**src/rtl/ea_pkg.sv**
```systemverilog
`timescale 1ns/1ps
// Shared encodings for the effective address unit: mode codes, size codes
// and controller states. Mode code values are part of the decoder contract.
package ea_pkg;

    typedef enum logic [3:0] {
        AM_REG     = 4'd0,
        AM_IND     = 4'd1,
        AM_DSP16   = 4'd2,
        AM_DSP24   = 4'd3,
        AM_POSTINC = 4'd4,
        AM_PREDEC  = 4'd5,
        AM_ABS8    = 4'd6,
        AM_ABS16   = 4'd7,
        AM_ABS24   = 4'd8,
        AM_IMM     = 4'd9,
        AM_PCR8    = 4'd10,
        AM_PCR16   = 4'd11,
        AM_MEMPTR  = 4'd12
    } am_mode_e;

    typedef enum logic [1:0] {
        SZ_BYTE = 2'd0,
        SZ_WORD = 2'd1,
        SZ_LONG = 2'd2
    } opsize_e;

    typedef enum logic {
        ST_IDLE = 1'b0,
        ST_WAIT = 1'b1
    } ea_state_e;

endpackage

```
**src/rtl/ea_reg_view.sv**
```systemverilog
`timescale 1ns/1ps
// Register view selector.
// Unpacks the flat register file, picks one register by index and forms the
// byte, word or long view of it, zero-extended to the register width.
// Assumes REG_W is a multiple of 4 (byte = quarter, word = half).
module ea_reg_view #(
    parameter int REG_W = 32,
    parameter int NREGS = 8,
    localparam int IDX_W = $clog2(NREGS)
) (
    input  logic [NREGS*REG_W-1:0] rf_flat,
    input  logic [IDX_W-1:0]       sel,
    input  logic                   half,
    input  logic [1:0]             size,
    output logic [REG_W-1:0]       reg_full,
    output logic [REG_W-1:0]       reg_view
);
    import ea_pkg::*;

    localparam int HW = REG_W / 2;
    localparam int BW = REG_W / 4;

    logic [REG_W-1:0] regs [NREGS];

    // Unpack the flat register file into an array.
    for (genvar g = 0; g < NREGS; g++) begin : g_unpack
        assign regs[g] = rf_flat[g*REG_W +: REG_W];
    end

    assign reg_full = regs[sel];

    // Form the sized view of the selected register.
    always_comb begin
        case (size)
            SZ_BYTE: reg_view = half ? {{(REG_W-BW){1'b0}}, reg_full[BW-1:0]}
                                     : {{(REG_W-BW){1'b0}}, reg_full[2*BW-1:BW]};
            SZ_WORD: reg_view = half ? {{(REG_W-HW){1'b0}}, reg_full[REG_W-1:HW]}
                                     : {{(REG_W-HW){1'b0}}, reg_full[HW-1:0]};
            default: reg_view = reg_full;
        endcase
    end

endmodule

```
**src/rtl/ea_addr_calc.sv**
```systemverilog
`timescale 1ns/1ps
// Address arithmetic, purely combinational.
// From the mode, size, selected register, next-instruction address and
// extension word it computes the candidate address, the operand class, the
// operand value and the auto-update write-back value.
// Assumes ADDR_W >= 16 and REG_W >= ADDR_W.
module ea_addr_calc #(
    parameter int ADDR_W = 24,
    parameter int REG_W  = 32
) (
    input  logic [3:0]        mode,
    input  logic [1:0]        size,
    input  logic [REG_W-1:0]  reg_full,
    input  logic [REG_W-1:0]  reg_view,
    input  logic [ADDR_W-1:0] pc,
    input  logic [REG_W-1:0]  ext,
    output logic [ADDR_W-1:0] c_ea,
    output logic              c_is_reg,
    output logic              c_is_imm,
    output logic [REG_W-1:0]  c_opnd,
    output logic              c_wb,
    output logic [REG_W-1:0]  c_wb_val,
    output logic              c_memptr
);
    import ea_pkg::*;

    logic [REG_W-1:0]  step;
    logic [REG_W-1:0]  reg_inc;
    logic [REG_W-1:0]  reg_dec;
    logic [ADDR_W-1:0] base;
    logic [ADDR_W-1:0] sx8;
    logic [ADDR_W-1:0] sx16;
    logic [REG_W-1:0]  imm_m;

    // Operand size in bytes for auto-update modes.
    always_comb begin
        case (size)
            SZ_BYTE: step = REG_W'(1);
            SZ_WORD: step = REG_W'(2);
            default: step = REG_W'(4);
        endcase
    end

    assign reg_inc = reg_full + step;
    assign reg_dec = reg_full - step;
    assign base    = reg_full[ADDR_W-1:0];
    assign sx8     = {{(ADDR_W-8){ext[7]}}, ext[7:0]};
    assign sx16    = {{(ADDR_W-16){ext[15]}}, ext[15:0]};

    // Immediate masked to the operand size.
    always_comb begin
        case (size)
            SZ_BYTE: imm_m = {{(REG_W-8){1'b0}}, ext[7:0]};
            SZ_WORD: imm_m = {{(REG_W-16){1'b0}}, ext[15:0]};
            default: imm_m = ext;
        endcase
    end

    // Mode decode: address, class flags and write-back request.
    always_comb begin
        c_ea     = '0;
        c_is_reg = 1'b0;
        c_is_imm = 1'b0;
        c_opnd   = '0;
        c_wb     = 1'b0;
        c_wb_val = '0;
        c_memptr = 1'b0;
        case (mode)
            AM_REG: begin
                c_is_reg = 1'b1;
                c_opnd   = reg_view;
            end
            AM_IND:   c_ea = base;
            AM_DSP16: c_ea = base + sx16;
            AM_DSP24: c_ea = base + ext[ADDR_W-1:0];
            AM_POSTINC: begin
                c_ea     = base;
                c_wb     = 1'b1;
                c_wb_val = reg_inc;
            end
            AM_PREDEC: begin
                c_ea     = reg_dec[ADDR_W-1:0];
                c_wb     = 1'b1;
                c_wb_val = reg_dec;
            end
            AM_ABS8:  c_ea = {{(ADDR_W-8){1'b1}}, ext[7:0]};
            AM_ABS16: c_ea = sx16;
            AM_ABS24: c_ea = ext[ADDR_W-1:0];
            AM_IMM: begin
                c_is_imm = 1'b1;
                c_opnd   = imm_m;
            end
            AM_PCR8:   c_ea = pc + sx8;
            AM_PCR16:  c_ea = pc + sx16;
            AM_MEMPTR: c_memptr = 1'b1;
            default: ;
        endcase
    end

endmodule

```
**src/rtl/ea_ctrl.sv**
```systemverilog
`timescale 1ns/1ps
// Sequencer and output registers.
// Registers the computed result one cycle after start. For the pointer mode
// it raises a read request, waits for the response and then reports the
// returned pointer. start is ignored while a read is outstanding.
module ea_ctrl #(
    parameter int ADDR_W = 24,
    parameter int REG_W  = 32,
    parameter int IDX_W  = 3
) (
    input  logic              clk,
    input  logic              rst_n,
    input  logic              start,
    input  logic [IDX_W-1:0]  idx,
    input  logic [7:0]        ptr_loc,
    input  logic [ADDR_W-1:0] c_ea,
    input  logic              c_is_reg,
    input  logic              c_is_imm,
    input  logic [REG_W-1:0]  c_opnd,
    input  logic              c_wb,
    input  logic [REG_W-1:0]  c_wb_val,
    input  logic              c_memptr,
    input  logic              rd_valid,
    input  logic [ADDR_W-1:0] rd_ptr,
    output logic              done,
    output logic [ADDR_W-1:0] ea,
    output logic              opnd_is_reg,
    output logic              opnd_is_imm,
    output logic [REG_W-1:0]  opnd_data,
    output logic              wb_en,
    output logic [IDX_W-1:0]  wb_idx,
    output logic [REG_W-1:0]  wb_data,
    output logic              rd_req,
    output logic [ADDR_W-1:0] rd_addr
);
    import ea_pkg::*;

    ea_state_e state;

    // State machine and result registers.
    always_ff @(posedge clk) begin
        if (!rst_n) begin
            state       <= ST_IDLE;
            done        <= 1'b0;
            ea          <= '0;
            opnd_is_reg <= 1'b0;
            opnd_is_imm <= 1'b0;
            opnd_data   <= '0;
            wb_en       <= 1'b0;
            wb_idx      <= '0;
            wb_data     <= '0;
            rd_req      <= 1'b0;
            rd_addr     <= '0;
        end else begin
            done  <= 1'b0;
            wb_en <= 1'b0;
            case (state)
                ST_IDLE: begin
                    if (start && c_memptr) begin
                        state   <= ST_WAIT;
                        rd_req  <= 1'b1;
                        rd_addr <= {{(ADDR_W-8){1'b0}}, ptr_loc};
                    end else if (start) begin
                        done        <= 1'b1;
                        ea          <= c_ea;
                        opnd_is_reg <= c_is_reg;
                        opnd_is_imm <= c_is_imm;
                        opnd_data   <= c_opnd;
                        wb_en       <= c_wb;
                        wb_idx      <= idx;
                        wb_data     <= c_wb_val;
                    end
                end
                ST_WAIT: begin
                    if (rd_valid) begin
                        state       <= ST_IDLE;
                        rd_req      <= 1'b0;
                        done        <= 1'b1;
                        ea          <= rd_ptr;
                        opnd_is_reg <= 1'b0;
                        opnd_is_imm <= 1'b0;
                        opnd_data   <= '0;
                    end
                end
                default: state <= ST_IDLE;
            endcase
        end
    end

endmodule

```
**src/rtl/ea_unit.sv**
```systemverilog
`timescale 1ns/1ps
// Effective address generation unit, top level.
// Connects the register view selector, the address arithmetic and the
// sequencer. The caller applies the write-back and serves pointer reads.
module ea_unit #(
    parameter int ADDR_W = 24,
    parameter int REG_W  = 32,
    parameter int NREGS  = 8,
    localparam int IDX_W = $clog2(NREGS)
) (
    input  logic                   clk,
    input  logic                   rst_n,
    input  logic                   start,
    input  logic [3:0]             mode,
    input  logic [1:0]             size,
    input  logic [IDX_W:0]         reg_sel,
    input  logic [NREGS*REG_W-1:0] rf_flat,
    input  logic [ADDR_W-1:0]      pc,
    input  logic [REG_W-1:0]       ext,
    input  logic                   rd_valid,
    input  logic [REG_W-1:0]       rd_data,
    output logic                   done,
    output logic [ADDR_W-1:0]      ea,
    output logic                   opnd_is_reg,
    output logic                   opnd_is_imm,
    output logic [REG_W-1:0]       opnd_data,
    output logic                   wb_en,
    output logic [IDX_W-1:0]       wb_idx,
    output logic [REG_W-1:0]       wb_data,
    output logic                   rd_req,
    output logic [ADDR_W-1:0]      rd_addr
);
    logic [REG_W-1:0]  reg_full;
    logic [REG_W-1:0]  reg_view;
    logic [ADDR_W-1:0] c_ea;
    logic              c_is_reg;
    logic              c_is_imm;
    logic [REG_W-1:0]  c_opnd;
    logic              c_wb;
    logic [REG_W-1:0]  c_wb_val;
    logic              c_memptr;
    logic              ptr_hi_unused;

    assign ptr_hi_unused = ^rd_data[REG_W-1:ADDR_W];

    ea_reg_view #(.REG_W(REG_W), .NREGS(NREGS)) u_view (
        .rf_flat  (rf_flat),
        .sel      (reg_sel[IDX_W-1:0]),
        .half     (reg_sel[IDX_W]),
        .size     (size),
        .reg_full (reg_full),
        .reg_view (reg_view)
    );

    ea_addr_calc #(.ADDR_W(ADDR_W), .REG_W(REG_W)) u_calc (
        .mode     (mode),
        .size     (size),
        .reg_full (reg_full),
        .reg_view (reg_view),
        .pc       (pc),
        .ext      (ext),
        .c_ea     (c_ea),
        .c_is_reg (c_is_reg),
        .c_is_imm (c_is_imm),
        .c_opnd   (c_opnd),
        .c_wb     (c_wb),
        .c_wb_val (c_wb_val),
        .c_memptr (c_memptr)
    );

    ea_ctrl #(.ADDR_W(ADDR_W), .REG_W(REG_W), .IDX_W(IDX_W)) u_ctrl (
        .clk         (clk),
        .rst_n       (rst_n),
        .start       (start),
        .idx         (reg_sel[IDX_W-1:0]),
        .ptr_loc     (ext[7:0]),
        .c_ea        (c_ea),
        .c_is_reg    (c_is_reg),
        .c_is_imm    (c_is_imm),
        .c_opnd      (c_opnd),
        .c_wb        (c_wb),
        .c_wb_val    (c_wb_val),
        .c_memptr    (c_memptr),
        .rd_valid    (rd_valid),
        .rd_ptr      (rd_data[ADDR_W-1:0]),
        .done        (done),
        .ea          (ea),
        .opnd_is_reg (opnd_is_reg),
        .opnd_is_imm (opnd_is_imm),
        .opnd_data   (opnd_data),
        .wb_en       (wb_en),
        .wb_idx      (wb_idx),
        .wb_data     (wb_data),
        .rd_req      (rd_req),
        .rd_addr     (rd_addr)
    );

endmodule

```
**config.mk**
```make
export PLATFORM = sky130hd
export DESIGN_NAME = ea_unit
export DESIGN_NICKNAME = d
export VERILOG_FILES = /design/src/rtl/ea_pkg.sv /design/src/rtl/ea_reg_view.sv /design/src/rtl/ea_addr_calc.sv /design/src/rtl/ea_ctrl.sv /design/src/rtl/ea_unit.sv
export SDC_FILE = /design/constraint.sdc
export NUM_CORES = 1
export LEC_CHECK = 0
export BUFFER_PORTS_ARGS = -buffer_cell sky130_fd_sc_hd__buf_4
export CAP_MARGIN = 20
export CORE_ASPECT_RATIO = 0.6
export CORE_UTILIZATION = 33
export CTS_CLUSTER_SIZE = 16
export DETAILED_ROUTE_END_ITERATION = 10
export PLACE_DENSITY = 0.69
export SETUP_SLACK_MARGIN = 0.02
export SYNTH_ARGS = -nofsm -noshare
export SYNTH_HDL_FRONTEND = slang
export SYNTH_SLANG_ARGS = --single-unit
```
**constraint.sdc**
```tcl
create_clock -name clk -period 10.4 [get_ports clk]
set_clock_uncertainty 0.2 [all_clocks]
set_input_delay 0.52 -clock clk [delete_from_list [all_inputs] [get_ports clk]]
set_output_delay 0.52 -clock clk [all_outputs]
set_load 0.02 [all_outputs]
```
# ---- Yosys cells after proc, flatten, opt, wreduce, memory -nomap -nowiden
# Cells that the tools add are included.
dict set report op_classes {
  add_sub_neg 6
  n_lt_le_gt_ge 1
  n_eq_ne 17
  n_mux 39
  n_bitwise 5
  n_reduce_logical 10
}
# op n
set ops {}
lappend ops {{$pmux W32 S2} 5}
lappend ops {{$pmux W24 S9} 1}
lappend ops {{$mux W32} 5}
lappend ops {{$add A24 B24 Y24} 4}
lappend ops {{$bmux W32 S3} 1}
lappend ops {{$mux W24} 3}
lappend ops {{$pmux W24 S2} 1}
lappend ops {{$add A32 B3 Y32} 1}
lappend ops {{$sub A32 B3 Y32} 1}
lappend ops {{$eq A4 B4 Y1 const B} 5}
lappend ops {{$eq A4 B3 Y1 const B} 4}
lappend ops {{$mux W16} 1}
lappend ops {{$mux W1} 15}
lappend ops {{$pmux W1 S2} 5}
lappend ops {{$eq A4 B2 Y1 const B} 2}
lappend ops {{$mux W8} 1}
lappend ops {{$ne A2 B2 Y1 const B} 3}
lappend ops {{$pmux W3 S2} 1}
lappend ops {{$reduce_and A3 Y1} 2}
lappend ops {{$eq A4 B1 Y1 const B} 1}
lappend ops {{$ge A4 B4 Y1 const B} 1}
lappend ops {{$logic_not A4 Y1} 1}
lappend ops {{$not A1 Y1} 4}
lappend ops {{$not A3 Y4} 1}
lappend ops {{other kinds (7)} 9}
dict set report totals {
  register_bits 105
  inputBits 358
  output_inout_bits 120
  word_cells 89
}

# ---- Depth between registers and ports, before layout
# Gate-level depths: netlist of run 1.
dict set report logic_depth {
  word_depth 10
  mapped_depth 18
  mapped_depth_nobuf 15
}

# ---- By module
# A second synthesis of run 1 with hierarchy kept.
dict set report unflattened {
  cells_unflattened 1440
  hier_area_um2 11907.7
}
# mod instances cells_per_inst area_per_inst_um2 seq_area_each_um2
set modules_own_cells {}
lappend modules_own_cells {ea_addr_calc 1 859 5600.4 0.0}
lappend modules_own_cells {ea_ctrl 1 399 3995.1 2102.0}
lappend modules_own_cells {ea_reg_view 1 182 2312.2 0.0}

# ---- Worst setup path before layout of run 1
# Ideal clock, no wire load.
dict set report synth_timing {
  kind {input to register}
  startpoint {in reg_sel[0]}
  endpoint {reg u_ctrl.ea[18]}
  setup_time_ps 115
  arrival_time_ps 4904
  required_ps 10085
  slack_ps 5181
  path_stages 18
  path_buffers 5
  path_cell_list {buf_6 > buf_4 > buf_4 > buf_4 > buf_2 > mux4_2 > mux2_2 > ha_1 > fa_1 > a211oi_1 > o21bai_1 > o311ai_0 > o21ai_0 > a221o_1 > a21oi_1 > xor2_1 > nor2_1 > o21a_1}
}
dict set report synth_via {
  elab_chain_len 9
  elab_cells_between_ends 11
  cone_classes {add/sub: 3; mux: 7; bitwise: 1}
}
# item line
set synth_rtl {}
lappend synth_rtl {{start, declared} ea_unit.sv:16} ;# input logic [IDX_W:0] reg_sel,
lappend synth_rtl {{$not A3 Y4 (implied by the code) *} ea_reg_view.sv:30} ;# assign reg_full = regs[sel];
lappend synth_rtl {{$bmux W32 S3 *} ea_reg_view.sv:30}
lappend synth_rtl {{$mux W32 (implied by the code) * (2 in a row)} ea_reg_view.sv:30}
lappend synth_rtl {{$sub A32 B3 Y32, or another cell as far along} ea_addr_calc.sv:45} ;# assign reg_dec = reg_full - step;
lappend synth_rtl {{$pmux W24 S9 *} ea_addr_calc.sv:68} ;# case (mode)
lappend synth_rtl {{$mux W24 *} ea_ctrl.sv:63} ;# end else if (start) begin
lappend synth_rtl {{$mux W24 *} ea_ctrl.sv:59} ;# if (start && c_memptr) begin
lappend synth_rtl {{$pmux W24 S2 *} ea_ctrl.sv:57} ;# case (state)
lappend synth_rtl {{end signal, assigned} ea_ctrl.sv:79} ;# ea <= rd_ptr;
lappend synth_rtl {{end, declared} ea_ctrl.sv:26} ;# output logic [ADDR_W-1:0] ea,
# Mark *: on every way between the ends. The rest lies on a longest branch, timed or not. The select of a mux whose other input is x is not followed.
# A chain may end at the register's enable or synchronous reset.

# ---- Worst setup path in the final report of run 1
dict set report layout_timing {
  startpoint {in reg_sel[0]}
  endpoint {reg u_ctrl.ea[21]}
}
# The elaborated chain is that of the path after synthesis.

==> key figures, run 1 <==
Drt
  – Drc violations: 0
  – Iteration-0 DRC Markers: 1585
  – First-pass DRT Iterations: 7
  – Drt total wl: 56500 um
  – Via count: 13800
  – DRT antenna net count: 0
  – Vias/cell: 6.04
  – Wirelength per Cell: 24.7 um

Run
  – Max-Cap Viols: 0

Clock tree
  – Clock sink count: 105
  – Clk root buf: clkbuf_16
  – Setup Buffers After CTS: 0
  – Worst skew pair latency: 0.38 ns
  – CTS tree: yes
  – Num CTS Buffers: 9
  – Cts-stage hold buffer count: 0
  – CTS resizes: 0
  – Clock-pin slew on the worst setup and hold paths: 0.08 ns
  – Max clock buf depth: 2
  – H-tree levels: 3

Power
  – Tot Pwr: 0.00159 W
  – Comb pwr share: 48.9%
  – Pwr Density: 102 nW/um^2
  – Net Sw Power: 0.000645 W
  – Clock group share of total power: 23.9%
  – Int Pwr: 0.000944 W
  – Switching part of the total: 40.6%
  – P_leak: 6.59 nW
  – VDD IR max: 0.0837 mV
  – Seq pwr share: 27.1%

Logic synthesis
  – Mapped Cells: 1431
  – Synth unique cells: 95
  – Sequential area share after synthesis: 18.1%
  – Top-count cell post-synth: nor2_1
  – Yosys reg bits: 105
  – Synth warnings: 0
  – Top_reg_cell synth: dfxtp_1
  – Synthesized area per cell: 8.11 um^2
  – Post-synth EDFFs: 0
  – Mapped Area: 11600 um^2
  – Area leader, netlist: dfxtp_1
  – Ys async rst share: 0%
  – Synth area leaders: dfxtp_1 18%, mux4_2 11%, ha_1 5.6%
  – Yosys top cell area share: 18.1%
  – Post-synth top cells: 117 x nor2_1, 112 x nand2_1, 108 x o21ai_0

Timing
  – Fmax: 179 MHz
  – Slew HR: 23.6%
  – Fin Setup TNS: 0 ns
  – RSZ-0062 raised after global routing: no
  – # setup viols final: 0
  – Final Cycle Share: 53.7%
  – Max Slew Vio Count: 0
  – Final Critical Period: 5.58 ns
  – Slew @ Worst Pin: 1.11 ns
  – Final Hold Viols: 0

Global route
  – Pin count of the biggest net entering global routing: 68
  – Vias in the first global route: 13200
  – Gr ovfl total: 0
  – First-pass GRT wire length: 83000 um
  – Initial antenna violation count: 3
  – Global-route usage over all layers: 30.5%

Die
  – DIE AREA: 35900 um^2
  – # IOs: 478
  – Initial Util: 34.0%
  – FP Rows: 52
  – Die X: 244 um
  – Placeable Area: 34200 um^2
  – Die Ht: 147 um

Finish
  – Share of cells above drive strength 1: 33.8%
  – Largest regs: u_ctrl.opnd_data (32), u_ctrl.wb_data (32), u_ctrl.ea (24)
  – Cell area after layout: 15600 um^2
  – Area growth syn-to-layout: 34.4%
  – Final #Nets: 2231

Critical path
  – Crit Path Category: in -> reg
  – Critical Path Source Type: input port
  – Crit path max fanout: 55
  – Data required, critical path: 10.48 ns
  – Crit path DAT: 5.66 ns
  – Crit end category: flop

Place
  – Buffers on Ports: 453
  – Final HPWL DP: 45500 um
  – GPL Wtd Cong: 0.959
  – DP Area: 15300 um^2

Hold path
  – Min-delay worst type: in -> reg

Status
  – Status: completed
-- cells in the final DEF (no fill, tap or decap), types with 16 or more instances in the layout --
cell type  synthesis  routed
a31o_2            16      16
nand2_1          112     112
ha_1              52      52
a22oi_1           45      45
nand3_1           31      31
a221oi_1          21      21
dfxtp_1          105     105
conb_1             1      16
buf_4             24     482
mux2i_1           39      39
xnor2_1           41      41
o21ai_0          108     108
a31oi_1           17      16
a21oi_1          105     104
mux4_2            55      55
xor2_1            26      26
nand2b_1          17      17
nor3_1            39      38
a21o_1            22      22
nor2_1           117     117
o22ai_1           24      24
o221ai_1          24      24
and3_1            16      16
a211oi_1          17      17
inv_1             28      27
-- metal layers --
layer | global-route usage (%) | part of all wire (%) | wire length [um] | vias to the layer above
met1 | 43.8 | 45 | 25100 | 6706
met2 | 47.1 | 45 | 25200 | 766
met3 | 6.08 | 9.5 | 5350 | 50
met5 | 0 | 0 | 0 | -
met4 | 5.81 | 1.4 | 806 | 0
li1 | - | - | - | 6268
-- worst max-delay path, stage by stage --
cell	delay, ns
buf_4	0.22
buf_4	0.76
nor2b_1	0.27
a22o_1	0.31
a221oi_2	0.69
ha_1	0.43
nor3_1	0.24
nor3_1	0.12
a2111oi_0	0.63
a21oi_1	0.24
a221o_1	0.42
a31oi_1	0.26
xor2_1	0.21
o22ai_1	0.11
o21a_1	0.19
-- power groups by stage --
stage	Combinational, W	Clock (W)	Sequential, W
2_1_floorplan	0.000444	0	0.000460
3_3_place_gp	0.000748	0	0.000440
3_5_place_dp	0.000758	0	0.000440
4_1_cts	0.000762	0.000384	0.000431
5_1_grt	0.000828	0.000401	0.000433
6_report	0.000778	0.000380	0.000431
-- metrics by stage --
step	setup slack [ns]	hold slack, ns	std cells	utilization (%)
2_1_floorplan	5.18	0.318	1446	-
3_3_place_gp	4.52	0.237	2264	44.7
3_5_place_dp	4.51	0.250	2264	44.7
4_1_cts	4.92	0.231	2279	45.6
5_1_grt	4.46	0.230	2280	45.6
6_report	4.82	0.239	2282	45.6
-- worst paths after layout --
kind / startpoint / endpoint / slack (ns) / cells after the start
worst max-delay path: reg_sel[0] / u_ctrl.ea[21] / 4.82 / 15
worst max register to register: u_ctrl.state / u_ctrl.ea[8] / 7.01 / 9
worst min register to register: u_ctrl.wb_data[15] / u_ctrl.wb_data[15] / 0.26 / 2
worst min-delay path: ext[6] / u_ctrl.rd_addr[6] / 0.24 / 3
-- cell families (layout without fill, tap and decap cells) --
group / count (synthesis) / count (layout) / synth area share [%]
AO/OA/AOI/OAI: 509 / 509 / 29.7
XOR/XNOR: 67 / 67 / 5.06
adder cells (fa/ha/maj): 56 / 56 / 6.30
buffers and inverters: 157 / 532 / 6.30
flip-flops: 105 / 105 / 18.1
multiplexers: 115 / 115 / 16.6
other: 1 / 18 / 0.0323
AND/OR/NAND/NOR: 421 / 421 / 17.8
-- area by class of cell --
| class | count | area (um^2) |
|---|---|---|
| clock inverter | 6 | 75.1 |
| clock buffer | 9 | 225 |
| multi-input combinational | 1184 | 8850 |
| timing repair buffer | 482 | 3620 |
| tap | 459 | 574 |
| antenna | 2 | 5.00 |
| inverter | 35 | 131 |
| sequential | 105 | 2100 |
| fill | 3404 | 18600 |
Note: power is estimated with default switching activity, not from simulation.
==> run 2: changes to the inputs <==
==> constraint.sdc (replaced) <==
create_clock -name clk -period 5.7 [get_ports clk]
set_clock_uncertainty 0.2 [all_clocks]
set_input_delay 0.285 -clock clk [delete_from_list [all_inputs] [get_ports clk]]
set_output_delay 0.285 -clock clk [all_outputs]
set_load 0.02 [all_outputs]
==> key figures, run 2 (synthesized netlist as in run 1, its figures left out) <==
Timing
  – Final worst slack: 0.997 ns (was 4.82 ns)
  – Final Critical Period: 4.70 ns
  – Fmax: 213 MHz
  – Slew @ Worst Pin: 1.14 ns (was 1.11 ns)
  – Max Slew Vio Count: 0 (unchanged)
  – RSZ-0062 raised after global routing: no (unchanged)
  – Fin Setup TNS: 0 ns (unchanged)
  – Slew HR: 21.6% (was 23.6%)
  – # setup viols final: 0 (unchanged)
  – Final Hold Viols: 0 (unchanged)
  – Final Cycle Share: 82.5%

Critical path
  – Crit end category: flop (unchanged)
  – Data required, critical path: 5.77 ns (was 10.48 ns)
  – Crit path DAT: 4.78 ns (was 5.66 ns)
  – Critical Path Source Type: input port (unchanged)
  – Crit path max fanout: 21 (was 55)
  – Crit Path Category: in -> reg (unchanged)

Die
  – Initial Util: 34.0% (unchanged)
  – Die Ht: 147 um (unchanged)
  – Placeable Area: 34200 um^2 (unchanged)
  – DIE AREA: 35900 um^2 (unchanged)
  – Die X: 244 um (unchanged)
  – FP Rows: 52 (unchanged)
  – # IOs: 478 (unchanged)

Finish
  – Largest regs: u_ctrl.opnd_data (32), u_ctrl.wb_data (32), u_ctrl.ea (24) (unchanged)
  – Post-route insts no fill: 2307 (was 2282)
  – Final #Nets: 2255 (was 2231)
  – Share of cells above drive strength 1: 33.8% (about the same)
  – Most common cell after layout, fill and taps aside: buf_4 (unchanged)
  – Area growth syn-to-layout: 36.2% (was 34.4%)
  – Most frequent cells in the layout: 490 x buf_4, 117 x nor2_1, 112 x nand2_1 (was 482 x buf_4, 117 x nor2_1, 112 x nand2_1)

Place
  – Post-place setup slack: 0.734 ns (was 4.51 ns)
  – GPL Wtd Cong: 0.970 (was 0.959)
  – Buffers on Ports: 453 (unchanged)
  – Final HPWL DP: 45800 um (was 45500 um)
  – Placed Instances: 2274 (was 2264)

Clock tree
  – Clk root buf: clkbuf_16 (unchanged)
  – CTS resizes: 0 (unchanged)
  – Clock-pin slew on the worst setup and hold paths: 0.08 ns (about the same)
  – Num CTS Buffers: 9 (unchanged)
  – CTS tree: yes (unchanged)
  – Worst skew pair latency: 0.40 ns (was 0.38 ns)
  – Clock sink count: 105 (unchanged)
  – Max clock buf depth: 2 (unchanged)
  – H-tree levels: 3 (unchanged)

Drt
  – First-pass DRT Iterations: 8 (was 7)
  – Iteration-0 DRC Markers: 1484 (was 1585)
  – Drc violations: 0 (unchanged)
  – Drt total wl: 56700 um (was 56500 um)
  – DRT antenna net count: 0 (unchanged)
  – Wirelength per Cell: 24.6 um (was 24.7 um)
  – Via count: 14000 (was 13800)
  – Vias/cell: 6.05 (was 6.04)

Power
  – VDD IR max: 0.196 mV (was 0.0837 mV)
  – Pwr Density: 182 nW/um^2 (was 102 nW/um^2)
  – Tot Pwr: 0.00288 W (was 0.00159 W)
  – P_leak: 6.69 nW (was 6.59 nW)

Global route
  – Global-route usage over all layers: 30.9% (was 30.5%)
  – Pin count of the biggest net entering global routing: 70 (was 68)
  – Gr ovfl total: 0 (unchanged)
  – Initial antenna violation count: 4 (was 3)
  – First-pass GRT wire length: 83800 um (was 83000 um)
  – Vias in the first global route: 13300 (was 13200)

Hold path
  – Min-delay worst type: in -> reg (unchanged)

Run
  – Max-Cap Viols: 0 (unchanged)

Status
  – Status: completed (unchanged)
## run 2: final timing paths
path | slack (ns) | cells past startpoint | start | to
max | 1.0 | 15 | reg_sel[0] | u_ctrl.ea[17]
min | 0.01 | 3 | rd_data[12] | u_ctrl.ea[12]
max reg2reg | 1.99 | 9 | u_ctrl.state | u_ctrl.ea[19]
min reg2reg | 0.26 | 2 | u_ctrl.wb_data[15] | u_ctrl.wb_data[15]
## run 2: area by class of cell
class	instances	area, um^2
Antenna cell	2	5.00
Multi-Input combinational cell	1184	8850
Tap cell	459	574
Sequential cell	105	2100
Clock inverter	6	57.6
Inverter	35	131
Timing Repair Buffer	506	3850
Clock buffer	10	229
Fill cell	3399	18400
## run 2: per-stage QoR
step,hold WS (ns),utilization [%],cell area (um^2)
6_report,0.0133,46.3,15800
5_1_grt,0.0308,46.3,15800
4_1_cts,0.00105,46.2,15800
3_5_place_dp,0.245,45.0,15400
3_3_place_gp,0.231,45.0,15400
2_1_floorplan,0.229,-,11700
## run 2: timing repair
| item | in CTS | in global routing |
|---|---|---|
| endpoints found under the hold margin | 15 | 0 |
| hold buffers | 15 | 0 |
| setup buffers | 0 | 0 |
| endpoints found under the setup margin | 0 | 0 |
## run 2: critical path, cell delays in order
cell       delay (ns)
buf_4            0.33
buf_4            0.39
mux4_2           0.59
mux2i_1          0.45
inv_1            0.13
ha_1             0.35
a21oi_1          0.17
nor2b_1          0.07
a2111oi_0        0.62
a21oi_1          0.24
a31oi_1          0.34
o21ai_0          0.17
xor2_1           0.16
a221oi_1         0.35
o22ai_1          0.12
## run 2: per-layer routing
layer | track usage, % | wire (um) | vias up | share of wire [%]
met5 | 0 | 29 | - | 0.051
met4 | 8.16 | 1240 | 4 | 2.2
met3 | 6.27 | 5090 | 78 | 9.0
met2 | 47.2 | 25000 | 760 | 44
met1 | 44.0 | 25300 | 6777 | 45
li1 | - | - | 6331 | -
## run 2: where the power goes
part,internal (W),switching [W]
Combinational,0.000622,0.000807
Clock,0.000307,0.000355
Sequential,0.000767,0.0000199
Total,0.00170,0.00118
